==> src/rtl/tilt_adc_poller.sv <==
module tilt_adc_poller #(
  parameter int CMD_W = 17,
  parameter int RES_W = 16,
  parameter int SLICE_HI = 11,
  parameter int SLICE_LO = 1,
  parameter logic [CMD_W-1:0] CMD_X = 17'h1A000,
  parameter logic [CMD_W-1:0] CMD_Y = 17'h1E000
) (
  input  logic             clk,
  input  logic             rst,
  input  logic             start,
  input  logic             busy,
  input  logic [CMD_W-1:0] rx_word,
  output logic             cpol,
  output logic             cpha,
  output logic [CMD_W-1:0] tx_word,
  output logic             send,
  output logic [RES_W-1:0] x_result,
  output logic [RES_W-1:0] y_result,
  output logic             done
);
  localparam int PAD = RES_W - (SLICE_HI - SLICE_LO + 1);

  typedef enum logic [2:0] {
    S_CFG, S_IDLE, S_ISSUE_X, S_ACK_X, S_FIN_X, S_ISSUE_Y, S_ACK_Y, S_FIN_Y
  } seq_t;

  seq_t st;
  logic [RES_W-1:0] decoded;

  assign decoded = {{PAD{1'b0}}, rx_word[SLICE_HI:SLICE_LO]};

  always_ff @(posedge clk) begin
    if (rst) begin
      st       <= S_CFG;
      cpol     <= 1'b0;
      cpha     <= 1'b0;
      tx_word  <= '0;
      send     <= 1'b0;
      done     <= 1'b0;
      x_result <= '0;
      y_result <= '0;
    end else begin
      send <= 1'b0;
      done <= 1'b0;
      case (st)
        S_CFG: begin
          cpol <= 1'b0;
          cpha <= 1'b1;
          st   <= S_IDLE;
        end
        S_IDLE:    if (start) st <= S_ISSUE_X;
        S_ISSUE_X: if (!busy) begin
          tx_word <= CMD_X;
          send    <= 1'b1;
          st      <= S_ACK_X;
        end
        S_ACK_X:   if (busy) st <= S_FIN_X;
        S_FIN_X:   if (!busy) begin
          x_result <= decoded;
          st       <= S_ISSUE_Y;
        end
        S_ISSUE_Y: if (!busy) begin
          tx_word <= CMD_Y;
          send    <= 1'b1;
          st      <= S_ACK_Y;
        end
        S_ACK_Y:   if (busy) st <= S_FIN_Y;
        S_FIN_Y:   if (!busy) begin
          y_result <= decoded;
          done     <= 1'b1;
          st       <= S_IDLE;
        end
        default:   st <= S_IDLE;
      endcase
    end
  end


  send_one_cycle_chk: assert property (@(posedge clk) disable iff (rst)
    send |=> !send);


  no_send_after_busy_chk: assert property (@(posedge clk) disable iff (rst)
    send |-> $past(!busy));


  done_one_cycle_chk: assert property (@(posedge clk) disable iff (rst)
    done |=> !done);


  cfg_fixed_chk: assert property (@(posedge clk) disable iff (rst)
    $past(!rst) |-> (cpha && !cpol));


  y_update_with_done_chk: assert property (@(posedge clk) disable iff (rst)
    $past(!rst) && !$stable(y_result) |-> done);

endmodule

==> config.mk <==
export PLATFORM = sky130hd
export DESIGN_NAME = tilt_adc_poller
export DESIGN_NICKNAME = d
export VERILOG_FILES = /design/src/rtl/tilt_adc_poller.sv
export SDC_FILE = /design/constraint.sdc
export NUM_CORES = 1
export LEC_CHECK = 0
export BUFFER_PORTS_ARGS = -buffer_cell sky130_fd_sc_hd__buf_4
export CORE_ASPECT_RATIO = 0.9
export CORE_MARGIN = 2
export CORE_UTILIZATION = 35
export CTS_CLUSTER_SIZE = 12
export DETAILED_ROUTE_END_ITERATION = 6
export GPL_ROUTABILITY_DRIVEN = 0
export PLACE_DENSITY_LB_ADDON = 0.1
export SETUP_SLACK_MARGIN = 0.02
export SYNTH_ARGS = -nofsm -noshare
export SYNTH_HDL_FRONTEND = slang
export SYNTH_SLANG_ARGS = --single-unit
==> constraint.sdc <==
create_clock -name clk -period 1.3 [get_ports clk]
set_input_delay 0.26 -clock clk [delete_from_list [all_inputs] [get_ports clk]]
set_output_delay 0.26 -clock clk [all_outputs]
set_load 0.01 [all_outputs]
### Word level (Yosys, flattened, before mapping)

Index checks and enable logic that the tools add are counted.

| cells by class | value |
|---|---|
| shifts and indexed selects | 0 |
| order comparisons | 0 |
| eq/ne operators | 14 |
| add/sub/neg operators | 0 |
| mux-type cells | 12 |
| reductions and logical operators | 9 |
| bitwise logic cells | 3 |
| multiply operators | 0 |
| div/mod/pow operators | 0 |

Operators with widths:

| cell | count |
|---|---|
| two-way mux 17 bit | 2 |
| case mux 17 bit (2 select lines) | 1 |
| case mux 3 bit (8 select lines) | 1 |
| two-way mux 3 bit | 7 |
| != test 2 bit (second input constant) | 7 |
| equality test 3 bit (second input constant) | 4 |
| AND reduction 7 bit | 1 |
| equality test 3 x 2 -> 1 bit (second input constant) | 2 |
| OR reduction 2 bit | 3 |
| AND reduction 2 bit | 2 |
| equality test 3 x 1 -> 1 bit (second input constant) | 1 |
| zero test 3 bit | 1 |
| NOT 1 bit | 3 |
| AND reduction 3 bit | 1 |
| nonzero test 2 bit | 1 |
| two-way mux 1 bit | 1 |

| storage, ports and cells | value |
|---|---|
| output and inout port bits | 53 |
| input port bits | 21 |
| bits in latches | 0 |
| word-level logic and storage cells | 45 |
| memories | 0 |
| memory bits (writable) | 0 |
| flip-flop bits (word level) | 45 |
| ROM bits | 0 |

### Logic depth before layout (Yosys ltp)

| logic depth | value |
|---|---|
| depth after elaboration | 4 |
| gate-level depth with buffers | 5 |
| mapped depth without buffers | 3 |

### Worst setup path before layout

No wires, ideal clock.

| timing | value |
|---|---|
| path kind | register to register |
| from | reg st[1] |
| to | reg x_result[10] |
| slack | 35 ps |
| cell stages (with the launch flop) | 5 |
| setup time | 132 ps |
| required time | 1,168 ps |
| arrival time | 1,133 ps |
| clock period less this slack | 1,265 ps |
| buffers on the path | 1 |
| path through | dfxtp_1 > or4b_1 > buf_2 > nand2_1 > a21oi_1 |

| on the way | value |
|---|---|
| longest elaborated chain between the ends | 2 |

RTL lines:

| element | line | RTL |
|---|---|---|
| start, declared | 28 | `seq_t st;` |
| start signal, assigned | 35 | `st <= S_CFG;` |
| start signal, assigned | 50 | `st <= S_IDLE;` |
| start signal, assigned | 52 | `S_IDLE: if (start) st <= S_ISSUE_X;` |
| equality test 3 bit | 46 | `case (st)` |
| AND reduction 2 bit (no source line) | -- |  |
| end signal, assigned | 60 | `x_result <= decoded;` |
| end, declared | 18 | `output logic [RES_W-1:0] x_result,` |

No other way between the ends.
A chain may end at the register's enable or synchronous reset.

### Final worst setup path

| timing | value |
|---|---|
| from | reg st[0] |
| to | reg x_result[2] |

The elaborated chain is that of the path after synthesis.

==> flow_metrics.tcl <==
set metrics [dict create \
    intPower_mw 1.85 \
    r2r-start "st[0]$_SDFFE_PP0P_" \
    cp.required_ns 1.45 \
    synth-xor-area-share 0 \
    nFillCells 358 \
    yosysUniqueCellTypes 22 \
    hold_violations 0 \
    p_total_mw 2.33 \
    synth_fa_ha_area_frac 0 \
    peakVddDrop_v 0.000759 \
    reg2reg_slack_ns 0.02 \
    p_sw_mw 0.475 \
    layout_min_cycle_time_ns 1.28 \
    status "finished clean" \
    reg2regPathDepth 4 \
    antenna_left 0 \
    start_util 0.362 \
    dp_hpwl_mm 2.18 \
    clkLatencyLatePin_ns 0.28 \
    synthMuxAreaShare 0 \
    avgSynthCellArea_um2 8.02 \
    rsz0062_at_grt "true" \
    drt_wl_total_mm 3.07 \
    first_global_vias 1023 \
    dr_total_vias 1161 \
    crit_path_start "st[0]$_SDFFE_PP0P_" \
    swShare 0.204 \
    grt_max_degree 32 \
    grt_first_pass_wirelength_mm 4.61 \
    hold_class "primary input to flip-flop" \
    postLayoutCoreUtil 0.504 \
    diodes 0 \
    synth_warnings 0 \
    synth_top_family_by_area "simple AND/OR/NAND/NOR gates" \
    powerDensity_mw_per_mm2 1250 \
    drt-pass1-iter-count 6 \
    grt.total_usage 0.135 \
    p_clk_frac 0.495 \
    final_area_mm2 0.00187 \
    num_io_pins 74 \
    grt_overflow 0 \
    crit_type "flip-flop to flip-flop" \
    ys_seq_elements 30 \
    cap_violations 0 \
    synthCells 167 \
    nets 239 \
    synth_compound_area_frac 0.133 \
    die_area_mm2 0.00434 \
    drive_gt1_frac 0.352 \
    clkTransAtPathRegs_ns 0.06 \
    endpoint_kind "flip-flop" \
    startpoint_type "flip-flop" \
    syn_area_mm2 0.00134 \
    std_cell_rows 21 \
    io_buffer_count 43 \
    synth-seq-area-share 0.448 \
    rr_endpoint "x_result[2]$_SDFFE_PP0P_" \
    cp.arrival_ns 1.43 \
    place_area_mm2 0.00167 \
    area_growth_pct 39.2 \
    hold_depth 3 \
    fin_skew_ns 0.00293 \
    via_per_inst 4.38 \
    numCtsBuffers 5 \
    root_buffer "clkbuf_8" \
    cts_hold_buf 0 \
    hold_ws_ns 0.234 \
    htreeDepth 2 \
    coreArea_mm2 0.00370 \
    crit_path_max_fanout 5 \
    dieHeight_um 62.7 \
    numClockSinks 30 \
    die_w_um 69.2 \
    fin_crit_sh 0.983 \
    tritoncts "yes" \
    fmax_mhz 782 \
    wl_per_cell_um 11.6 \
    pwr-share-comb 0.097 \
    slew_viol_final 0 \
    antenna_found_initial 0 \
    drc 0 \
    power_frac_seq 0.409 \
    drtIter0Drc 40 \
    synthSimpleGateAreaFrac 0.227 \
    setup_violations 0 \
    cts_buffer_depth 2 \
    endpoint "x_result[2]$_SDFFE_PP0P_" \
    p_leak_nw 0.801 \
]
power groups by stage:
stage	registers [mW]	logic (mW)	clock network [mW]
floorplan	0.976	0.168	0
global placement	0.968	0.207	0
detailed placement	0.970	0.211	0
CTS	0.949	0.216	1.18
global route	0.953	0.245	1.24
finish	0.952	0.225	1.15
routing by layer:
| layer | wire length [um] | global-route usage | vias to the layer above |
|---|---|---|---|
| met5 | 0 | 0 | - |
| met3 | 186 | 0.0677 | 2 |
| met4 | 11 | 0.0368 | 0 |
| li1 | - | - | 596 |
| met1 | 1330 | 0.148 | 519 |
| met2 | 1540 | 0.232 | 44 |
registers in the layout, summed over array words and instances (netlist names):
name and count:
x_result 11, done 1, st 3, y_result 11
send 1, cpha 1, tx_word 2
cells in the mapped netlist:
| library cell | number | area share |
|---|---|---|
| conb_1 | 1 | 0.0028 |
| a31oi_1 | 2 | 0.0093 |
| nand2b_1 | 1 | 0.0047 |
| or3b_2 | 1 | 0.0065 |
| nand4b_1 | 2 | 0.013 |
| clkbuf_1 | 3 | 0.0084 |
| dfxtp_1 | 30 | 0.45 |
| a21oi_1 | 25 | 0.093 |
| buf_4 | 26 | 0.15 |
| o21a_1 | 3 | 0.017 |
| inv_1 | 2 | 0.0056 |
| or4b_1 | 1 | 0.0075 |
| buf_2 | 8 | 0.030 |
| a2111oi_0 | 1 | 0.0065 |
| and4b_1 | 1 | 0.0075 |
| nor2_1 | 6 | 0.017 |
| nor3_1 | 1 | 0.0037 |
| o41ai_1 | 1 | 0.0065 |
| nor2b_1 | 2 | 0.0093 |
| nand3_1 | 1 | 0.0037 |
| nor4b_2 | 2 | 0.022 |
| nand2_1 | 47 | 0.13 |
area by class of cell:
type	count	area (um2)	share of cell area
multi-input combinational	121	608	0.326
sequential	30	603	0.323
timing repair buffer	58	447	0.239
clock buffer	6	82.6	0.0443
clock inverter	2	60.1	0.0322
tap	46	57.6	0.0309
inverter	2	7.51	0.00402
critical path, cell delays in order (launching register included):
cell	delay (ns)
dfxtp_2	0.33
or4b_4	0.54
buf_4	0.18
nand2_1	0.06
a21oi_1	0.06
cells by family (layout without fill, tap and decap cells):
logic type / after synthesis / after routing
other cells: 1 / 24
buf+inv: 39 / 68
simple gates: 65 / 65
compound gates: 32 / 32
flops: 30 / 30
metrics by stage:
step                cells  setup TNS (ns)  worst slack [ns]
floorplan             190               0            0.0347
global placement      256               0           0.00589
detailed placement    256          -0.131           -0.0180
CTS                   264               0            0.0300
global route          265         -0.0480           -0.0196
finish                265               0            0.0216
cells in the final DEF (no fill, tap or decap), types with 2 or more instances in the layout:
master,n
bufinv_16,2
dfxtp_2,2
o21a_1,3
buf_6,3
a21oi_1,22
nand4b_1,2
conb_1,24
nor2_1,6
clkbuf_8,6
buf_4,55
a31oi_1,2
dfxtp_1,28
nand2_1,46
a21oi_2,3
nor2b_1,2
inv_1,2
repair_timing:
| action | in CTS | in global routing |
|---|---|---|
| pin swaps | 0 | 2 |
| setup buffers | 0 | 0 |
| endpoints found under the setup margin | 6 | 10 |
| gates cloned | 0 | 1 |
| gates resized for setup | 2 | 13 |
worst min path at each step:
| stage | startpoint | to |
|---|---|---|
| after floorplan | rst | tx_word[14]$_SDFFE_PP0P_ |
| after global placement | y_result[2]$_SDFFE_PP0P_ | y_result[2]$_SDFFE_PP0P_ |
| after detailed placement | x_result[4]$_SDFFE_PP0P_ | x_result[4]$_SDFFE_PP0P_ |
| after CTS | rx_word[6] | x_result[5]$_SDFFE_PP0P_ |
| after global routing | rx_word[6] | x_result[5]$_SDFFE_PP0P_ |
| final | rx_word[6] | x_result[5]$_SDFFE_PP0P_ |
(Power assumes the default switching activity.)
